File: src/rtl/hostreg_pkg.sv
package hostreg_pkg;
  localparam int DATA_W    = 8;
  localparam int ADDR_W    = 4;
  localparam int NUM_BANKS = 3;
  localparam int BANK_W    = 2;
  localparam int CMD_W     = DATA_W - BANK_W;
  localparam int IRQ_W     = 4;
  localparam int ID_CNT_W  = 2;
  localparam int ID_SIG_W  = DATA_W - ID_CNT_W;

  localparam logic [ID_SIG_W-1:0] ID_SIG = 6'h24;

  localparam logic [ADDR_W-1:0] OFF_CMD  = 4'd0;
  localparam logic [ADDR_W-1:0] OFF_STAT = 4'd1;
  localparam logic [ADDR_W-1:0] OFF_ID   = 4'd2;
  localparam logic [ADDR_W-1:0] OFF_MASK = 4'd3;

  localparam logic [CMD_W-1:0] CMD_XMT     = 6'h04;
  localparam logic [CMD_W-1:0] CMD_RX_ON   = 6'h08;
  localparam logic [CMD_W-1:0] CMD_RX_OFF  = 6'h0A;
  localparam logic [CMD_W-1:0] CMD_RX_STOP = 6'h0B;
  localparam logic [CMD_W-1:0] CMD_FULLRST = 6'h0E;
  localparam logic [CMD_W-1:0] CMD_SELRST  = 6'h1E;

  typedef struct packed {
    logic wrStatus;
    logic wrMask;
    logic rdId;
    logic fullReset;
    logic selReset;
    logic xmtCmd;
    logic rxOn;
    logic rxOff;
  } regStrobes_t;
endpackage

File: src/rtl/hostreg_ctrl.sv
module hostreg_ctrl
  import hostreg_pkg::*;
(
  input  logic                clk,
  input  logic                rstN,
  input  logic                hostWr,
  input  logic                hostRd,
  input  logic [ADDR_W-1:0]   hostAddr,
  input  logic [DATA_W-1:0]   hostWdata,
  output logic [BANK_W-1:0]   bank,
  output regStrobes_t         stb
);
  logic              cmdWr;
  logic              inBank0;
  logic [BANK_W-1:0] bankField;
  logic [CMD_W-1:0]  cmdCode;
  logic              bankOk;

  assign cmdWr     = hostWr && (hostAddr == OFF_CMD);
  assign inBank0   = (bank == '0);
  assign bankField = hostWdata[DATA_W-1 -: BANK_W];
  assign cmdCode   = hostWdata[CMD_W-1:0];
  assign bankOk    = (int'(bankField) < NUM_BANKS);

  always_comb begin
    stb           = '0;
    stb.wrStatus  = hostWr && inBank0 && (hostAddr == OFF_STAT);
    stb.wrMask    = hostWr && inBank0 && (hostAddr == OFF_MASK);
    stb.rdId      = hostRd && !hostWr && inBank0 && (hostAddr == OFF_ID);
    stb.fullReset = cmdWr && (cmdCode == CMD_FULLRST);
    stb.selReset  = cmdWr && (cmdCode == CMD_SELRST);
    stb.xmtCmd    = cmdWr && (cmdCode == CMD_XMT);
    stb.rxOn      = cmdWr && (cmdCode == CMD_RX_ON);
    stb.rxOff     = cmdWr && ((cmdCode == CMD_RX_OFF) || (cmdCode == CMD_RX_STOP));
  end

  always_ff @(posedge clk) begin
    if (!rstN) begin
      bank <= '0;
    end else if (stb.fullReset || stb.selReset) begin
      bank <= '0;
    end else if (cmdWr && bankOk) begin
      bank <= bankField;
    end
  end

  AST_CMD_ONEHOT: assert property (@(posedge clk) disable iff (!rstN)
    $onehot0(stb));

  AST_BANK_LEGAL: assert property (@(posedge clk) disable iff (!rstN)
    (cmdWr && !bankOk && !stb.fullReset && !stb.selReset) |=> (bank == $past(bank)));
endmodule

File: src/rtl/hostreg_data.sv
module hostreg_data
  import hostreg_pkg::*;
(
  input  logic                clk,
  input  logic                rstN,
  input  regStrobes_t         stb,
  input  logic [BANK_W-1:0]   bank,
  input  logic                hostRd,
  input  logic [ADDR_W-1:0]   hostAddr,
  input  logic [IRQ_W-1:0]    wrBits,
  input  logic [IRQ_W-1:0]    intEvent,
  output logic [DATA_W-1:0]   hostRdata,
  output logic                irq,
  output logic                xmtStart,
  output logic                rxActive
);
  localparam int PAD_W = DATA_W - IRQ_W;

  logic [IRQ_W-1:0]    status;
  logic [IRQ_W-1:0]    mask;
  logic [ID_CNT_W-1:0] idCount;

  for (genvar k = 0; k < IRQ_W; k++) begin : gStatus
    always_ff @(posedge clk) begin
      if (!rstN || stb.fullReset) begin
        status[k] <= 1'b0;
      end else if (intEvent[k]) begin
        status[k] <= 1'b1;
      end else if (stb.wrStatus && wrBits[k]) begin
        status[k] <= 1'b0;
      end
    end
  end

  always_ff @(posedge clk) begin
    if (!rstN || stb.fullReset) begin
      mask     <= '1;
      idCount  <= '0;
      rxActive <= 1'b0;
      xmtStart <= 1'b0;
    end else begin
      if (stb.wrMask) mask <= wrBits;
      if (stb.rdId) idCount <= idCount + 1'b1;
      if (stb.selReset || stb.rxOff) rxActive <= 1'b0;
      else if (stb.rxOn) rxActive <= 1'b1;
      xmtStart <= stb.xmtCmd;
    end
  end

  assign irq = |(status & ~mask);

  always_comb begin
    hostRdata = '0;
    if (hostRd) begin
      if (hostAddr == OFF_CMD) begin
        hostRdata = {bank, {CMD_W{1'b0}}};
      end else if (bank == '0) begin
        case (hostAddr)
          OFF_STAT: hostRdata = {{PAD_W{1'b0}}, status};
          OFF_ID:   hostRdata = {idCount, ID_SIG};
          OFF_MASK: hostRdata = {{PAD_W{1'b0}}, mask};
          default:  hostRdata = '0;
        endcase
      end
    end
  end

  AST_ID_STEP: assert property (@(posedge clk) disable iff (!rstN)
    stb.rdId |=> (idCount == $past(idCount) + 1'b1));

  AST_ID_HOLD: assert property (@(posedge clk) disable iff (!rstN)
    (!stb.rdId && !stb.fullReset) |=> (idCount == $past(idCount)));

  AST_W1C: assert property (@(posedge clk) disable iff (!rstN)
    stb.wrStatus |=> ((status & $past(wrBits & ~intEvent)) == '0));

  AST_SET_WINS: assert property (@(posedge clk) disable iff (!rstN)
    ((|intEvent) && !stb.fullReset) |=> ((status & $past(intEvent)) == $past(intEvent)));

  AST_FULL_RESET: assert property (@(posedge clk) disable iff (!rstN)
    stb.fullReset |=> (mask == '1 && status == '0 && idCount == '0 && !rxActive));
endmodule

File: src/rtl/hostreg_top.sv
module hostreg_top
  import hostreg_pkg::*;
(
  input  logic                clk,
  input  logic                rstN,
  input  logic                hostWr,
  input  logic                hostRd,
  input  logic [ADDR_W-1:0]   hostAddr,
  input  logic [DATA_W-1:0]   hostWdata,
  output logic [DATA_W-1:0]   hostRdata,
  input  logic [IRQ_W-1:0]    intEvent,
  output logic                irq,
  output logic                xmtStart,
  output logic                rxActive
);
  regStrobes_t       stb;
  logic [BANK_W-1:0] bank;

  hostreg_ctrl uCtrl (
    .clk       (clk),
    .rstN      (rstN),
    .hostWr    (hostWr),
    .hostRd    (hostRd),
    .hostAddr  (hostAddr),
    .hostWdata (hostWdata),
    .bank      (bank),
    .stb       (stb)
  );

  hostreg_data uData (
    .clk       (clk),
    .rstN      (rstN),
    .stb       (stb),
    .bank      (bank),
    .hostRd    (hostRd),
    .hostAddr  (hostAddr),
    .wrBits    (hostWdata[IRQ_W-1:0]),
    .intEvent  (intEvent),
    .hostRdata (hostRdata),
    .irq       (irq),
    .xmtStart  (xmtStart),
    .rxActive  (rxActive)
  );
endmodule

File: config.mk
export PLATFORM = sky130hd
export DESIGN_NAME = hostreg_top
export DESIGN_NICKNAME = d
export VERILOG_FILES = /design/src/rtl/hostreg_pkg.sv /design/src/rtl/hostreg_ctrl.sv /design/src/rtl/hostreg_data.sv /design/src/rtl/hostreg_top.sv
export SDC_FILE = /design/constraint.sdc
export NUM_CORES = 1
export LEC_CHECK = 0
export BUFFER_PORTS_ARGS = -buffer_cell sky130_fd_sc_hd__buf_4
export CAP_MARGIN = 20
export CORE_MARGIN = 8
export CORE_UTILIZATION = 51
export DETAILED_ROUTE_END_ITERATION = 8
export PLACE_DENSITY_LB_ADDON = 0.2
export SLEW_MARGIN = 0
export SYNTH_ARGS = -nofsm -noshare
export SYNTH_HDL_FRONTEND = slang
export SYNTH_SLANG_ARGS = --single-unit
File: constraint.sdc
create_clock -name clk -period 4.08 [get_ports clk]
set_input_delay 0.204 -clock clk [delete_from_list [all_inputs] [get_ports clk]]
set_output_delay 0.204 -clock clk [all_outputs]
set_load 0.05 [all_outputs]
After elaboration in Yosys (flattened, before gate mapping)

Index checks and enable logic that the tools add are counted.
W data, S select, Z words.

Add/sub/neg operators: 1
Multiply operators: 0
Div/mod/pow operators: 0
Order comparisons: 1
Equal/unequal tests: 9
Shift operators: 0
Muxes and demuxes: 12
Bitwise operators: 3
Reductions and logical operators: 32

Operators by type and width:

| cell                  | count |
|---|---|
| $eq A6 B4 Y1 const B  | 4 |
| $mux W8               | 3 |
| $pmux W8 S3           | 1 |
| $logic_and A1 B1 Y1   | 17 |
| $eq A4 B2 Y1 const B  | 2 |
| $mux W1               | 8 |
| $reduce_bool A2 Y1    | 4 |
| $eq A6 B3 Y1 const B  | 1 |
| $eq A6 B5 Y1 const B  | 1 |
| $and A4 B4 Y4         | 1 |
| $eq A4 B1 Y1 const B  | 1 |
| $logic_not A4 Y1      | 1 |
| $logic_or A1 B1 Y1    | 4 |
| $not A4 Y4            | 1 |
| $reduce_or A2 Y1      | 2 |
| $reduce_or A4 Y1      | 1 |
| $add A2 B1 Y2 const B | 1 |
| $logic_not A1 Y1      | 2 |
| $logic_not A2 Y1      | 1 |
| $lt A2 B2 Y1 const B  | 1 |
| $not A1 Y1            | 1 |

Register bits: 14
Latch bits: 0
Memory bits (writable): 0
ROM bits: 0
Input bits: 20
Logic and storage cells: 67
Memories kept: 0

Longest topological paths before layout

Depth after elaboration: 6
Depth in mapped cells: 4
Depth with buffers taken out: 3

Cells and area by module

A second synthesis with hierarchy kept.

Cell total of the unflattened synthesis: 106
Area total of the unflattened synthesis: 808.3 um2

Modules (own cells, without submodules):

| module       | instances | cells an instance | area each (um2) | seq. area each (um2) |
|---|---|---|---|---|
| hostreg_data | 1         | 75                | 593.1           | 240.2 |
| hostreg_ctrl | 1         | 31                | 215.2           | 40.0 |

Least setup slack after synthesis

No wires, ideal clock.

Path type: input -> output
From: input port hostAddr[1]
To: output port hostRdata[6]
Arrival time: 1625 ps
Slack: 2251 ps
Cell stages on the path: 4
Path buffers: 1
Cells stage by stage: buf_2 > nor3b_1 > a21oi_1 > nor2_1

Longest elaborated chain between the ends: 5
Elaborated cells between the ends (all ways): 8
Those cells by class: 3 x eq/ne; 4 x mux; 1 x reduce/logical

RTL lines:

| element                                      | RTL line           | RTL |
|---|---|---|
| from (decl)                                  | hostreg_top.sv:8   | `input logic [ADDR_W-1:0] hostAddr,` |
| $eq A4 B2 Y1 or $eq A4 B1 Y1 (tied branches) | hostreg_data.sv:58 | `case (hostAddr)` |
| $pmux W8 S3                                  | hostreg_data.sv:58 |  |
| $mux W8                                      | hostreg_data.sv:57 | `end else if (bank == '0) begin` |
| $mux W8 *                                    | hostreg_data.sv:55 | `if (hostAddr == OFF_CMD) begin` |
| $mux W8 *                                    | hostreg_data.sv:54 | `if (hostRd) begin` |
| to (decl)                                    | hostreg_top.sv:10  | `output logic [DATA_W-1:0] hostRdata,` |

Mark *: on every way between the ends. The rest lies on a longest branch, timed or not.

Final worst setup path

From: register uCtrl.bank[1]
To: output port hostRdata[6]

Longest elaborated chain between the ends: 4

RTL lines:

| element                | RTL line           | RTL |
|---|---|---|
| from (decl)            | hostreg_ctrl.sv:10 | `output logic [BANK_W-1:0] bank,` |
| from (signal assigned) | hostreg_ctrl.sv:43 | `bank <= bankField;` |
| $logic_not A2 Y1       | hostreg_data.sv:57 |  |
| $mux W8                | hostreg_data.sv:57 |  |
| $mux W8                | hostreg_data.sv:55 |  |
| $mux W8                | hostreg_data.sv:54 |  |

Every way passes these cells.

==> impl_metrics.ini <==
[run_status]
status = finished clean

[pwr]
p_leak_nw = 0.4830
p_per_area_mw_per_mm2 = 257.6
power_mw = 0.2827
vdd.ir_drop.worst_mv = 0.1681

[floorplan]
core_area_mm2 = 0.001652
fp.dieArea_mm2 = 0.003248
die_h_um = 57.00
fp.dieW_um = 57.00
start_util_pct = 51.89
core.rowCount = 15
io_pins = 31

[placed_design]
placed_area_mm2 = 0.001075
dpl.cell_count = 149
dp_hpwl_um = 1908
place.gp.congestion = 0.8568
pre_cts_ws_ns = 2.441
io_buffers = 29

[grt]
grt_pass1_wl_um = 4105
gr-total-overflow = 0
grtUsageTotal_pct = 15.43
grt_max_degree = 14
grt_pass1_vias = 917
antenna_found_initial = 0

[timing]
slew_violations = 0
layout_setup_ws_ns = 2.177
rsz0062_at_grt = false
setup_tns_ns = 0
fmax_mhz = 525.4
relSlewSlack_pct = 53.51
setup-violations-final = 0
tightest_slew_ns = 0.6959
holdWs_ns = 0.1116
timing.final.crit_share_pct = 46.65
hold_viol_final = 0
fin_crit_ns = 1.903
fin_skew_ns = 0.003671

[clock_tree]
cts_tree = built
worstSkewPairLatency_ns = 0.28
cts_buffers = 3
cts.sinks = 14
clk_pin_slew_ns = 0.08
hold_buffers = 0
cts_root_buffer = clkbuf_4
cts_resized = 0
clock_path_buffers = 2
cts.htree.levels = 1
postCtsSetupBuffers = 0

[routing]
dr_wl_met2_um = 1273
highest_layer = met4
first_pass_iters = 4
route.met3.wl_um = 172
routedWlPerCell_um = 15.95
met1_length_um = 946
via_per_inst = 6.072
drt-total-wl_um = 2424
drc_errors = 0
ant_nets = 0
drt_iter0_markers = 30
vias = 923

[critical_path]
critPathBufInv = 1
slowest_stage = nor3b_1
crit_path_max_fanout = 6
startpoint_type = flop
endpoint_kind = output pin
cpLargestDelayFamily = simple AND/OR/NAND/NOR gates
arrival_ns = 1.70
worstSetupPathType = flop to output pin
crit_required_ns = 3.88
crit_chain = nor3b_1 -> a21oi_1 -> nor2_1 -> buf_4
critPathMaxStageDelay_ns = 0.61

[final_layout]
final_common_cell = buf_4
most-common-layout-cells = buf_4, nor2_1, dfxtp_1
num_antenna_cells = 0
fin_nets = 157
fin_area_mm2 = 0.001097
drive_gt1_share_pct = 26.67
syn2layout_area_growth_pct = 28.03
utilization_pct = 66.44
stdcell_count = 152
fillers = 144

[synthesis]
synth-edff-count = 0
syn_area_um2 = 857.1
synth_top_area_cell = dfxtp_1
synth_fp_nets = 127
ys_seq_elements = 14
ys.flop_type = dfxtp_1
ys_top_cells_by_area = dfxtp_1, nor2_1, nand3_1, mux2i_1, inv_1
synth.distinct_cells = 38
synthDominantCellAreaShare_pct = 32.70
avgSynthCellArea_um2 = 8.010
yosysSeqAreaShare_pct = 32.70
postSynthCellCount = 107
yosys_warnings = 0
async_flop_share_pct = 0

[worst_hold_path]
hp-class = primary input to flop

[flow_run]
cap_violations = 0
-- report_power, final --
group | internal, mW | switching [mW]
logic | 0.0261 | 0.0345
registers | 0.141 | 0.00361
clock network | 0.0342 | 0.0435
total | 0.201 | 0.0816
-- per-layer routing --
| layer | up-vias | track usage (%) |
|---|---|---|
| li1 | 460 | - |
| met1 | 425 | 16.19 |
| met2 | 34 | 26.98 |
| met3 | 4 | 4.435 |
| met4 | 0 | 8.054 |
| met5 | - | 0 |
-- cells by family after synthesis --
family                 after synthesis  share of synthesized area, %
AO/OA/AOI/OAI                       27                         22.48
buffers and inverters               14                         6.862
flip-flops                          14                         32.70
other                                1                        0.4375
multiplexers                         4                         4.672
AND/OR/NAND/NOR                     47                         32.85
-- Yosys cell counts, drive strengths merged, types with 2 or more instances --
master,count
nor2,15
mux2i,4
or3,3
nor3,2
o21ai,6
a211oi,2
inv,10
dfxtp,14
o31a,2
nor2b,2
a311oi,4
or4b,3
buf,3
a21oi,6
nor4b,2
nand3,10
-- worst paths after layout --
path | end | slack, ns | startpoint | depth (start not counted)
worst min register to register | uData.mask[0]$_SDFFE_PP1P_ | 0.52 | uData.mask[0]$_SDFFE_PP1P_ | 2
worst max register to register | uData.idCount[0]$_SDFFE_PP0P_ | 2.59 | uCtrl.bank[1]$_SDFFE_PP0P_ | 3
worst min-delay path | uData.xmtStart$_SDFF_PP0_ | 0.11 | hostWdata[4] | 2
worst max-delay path | hostRdata[6] | 2.18 | uCtrl.bank[1]$_SDFFE_PP0P_ | 4
-- sequential cells by signal, indices dropped and copies added, names as in the netlist --
signal,count
uCtrl.bank,2
uData.mask,4
uData.xmtStart,1
uData.idCount,2
uData.status,4
uData.rxActive,1
-- area by class of cell --
| type | instances | area, µm² | share of cell area (%) |
|---|---|---|---|
| well taps | 17 | 21.27 | 1.938 |
| flip-flops and latches | 14 | 280.3 | 25.54 |
| multi-input cells | 79 | 518.0 | 47.21 |
| inverters | 10 | 37.54 | 3.421 |
| clock buffers | 3 | 22.52 | 2.052 |
| repair buffers | 29 | 217.7 | 19.84 |
Power figures use the tool's default switching activity.
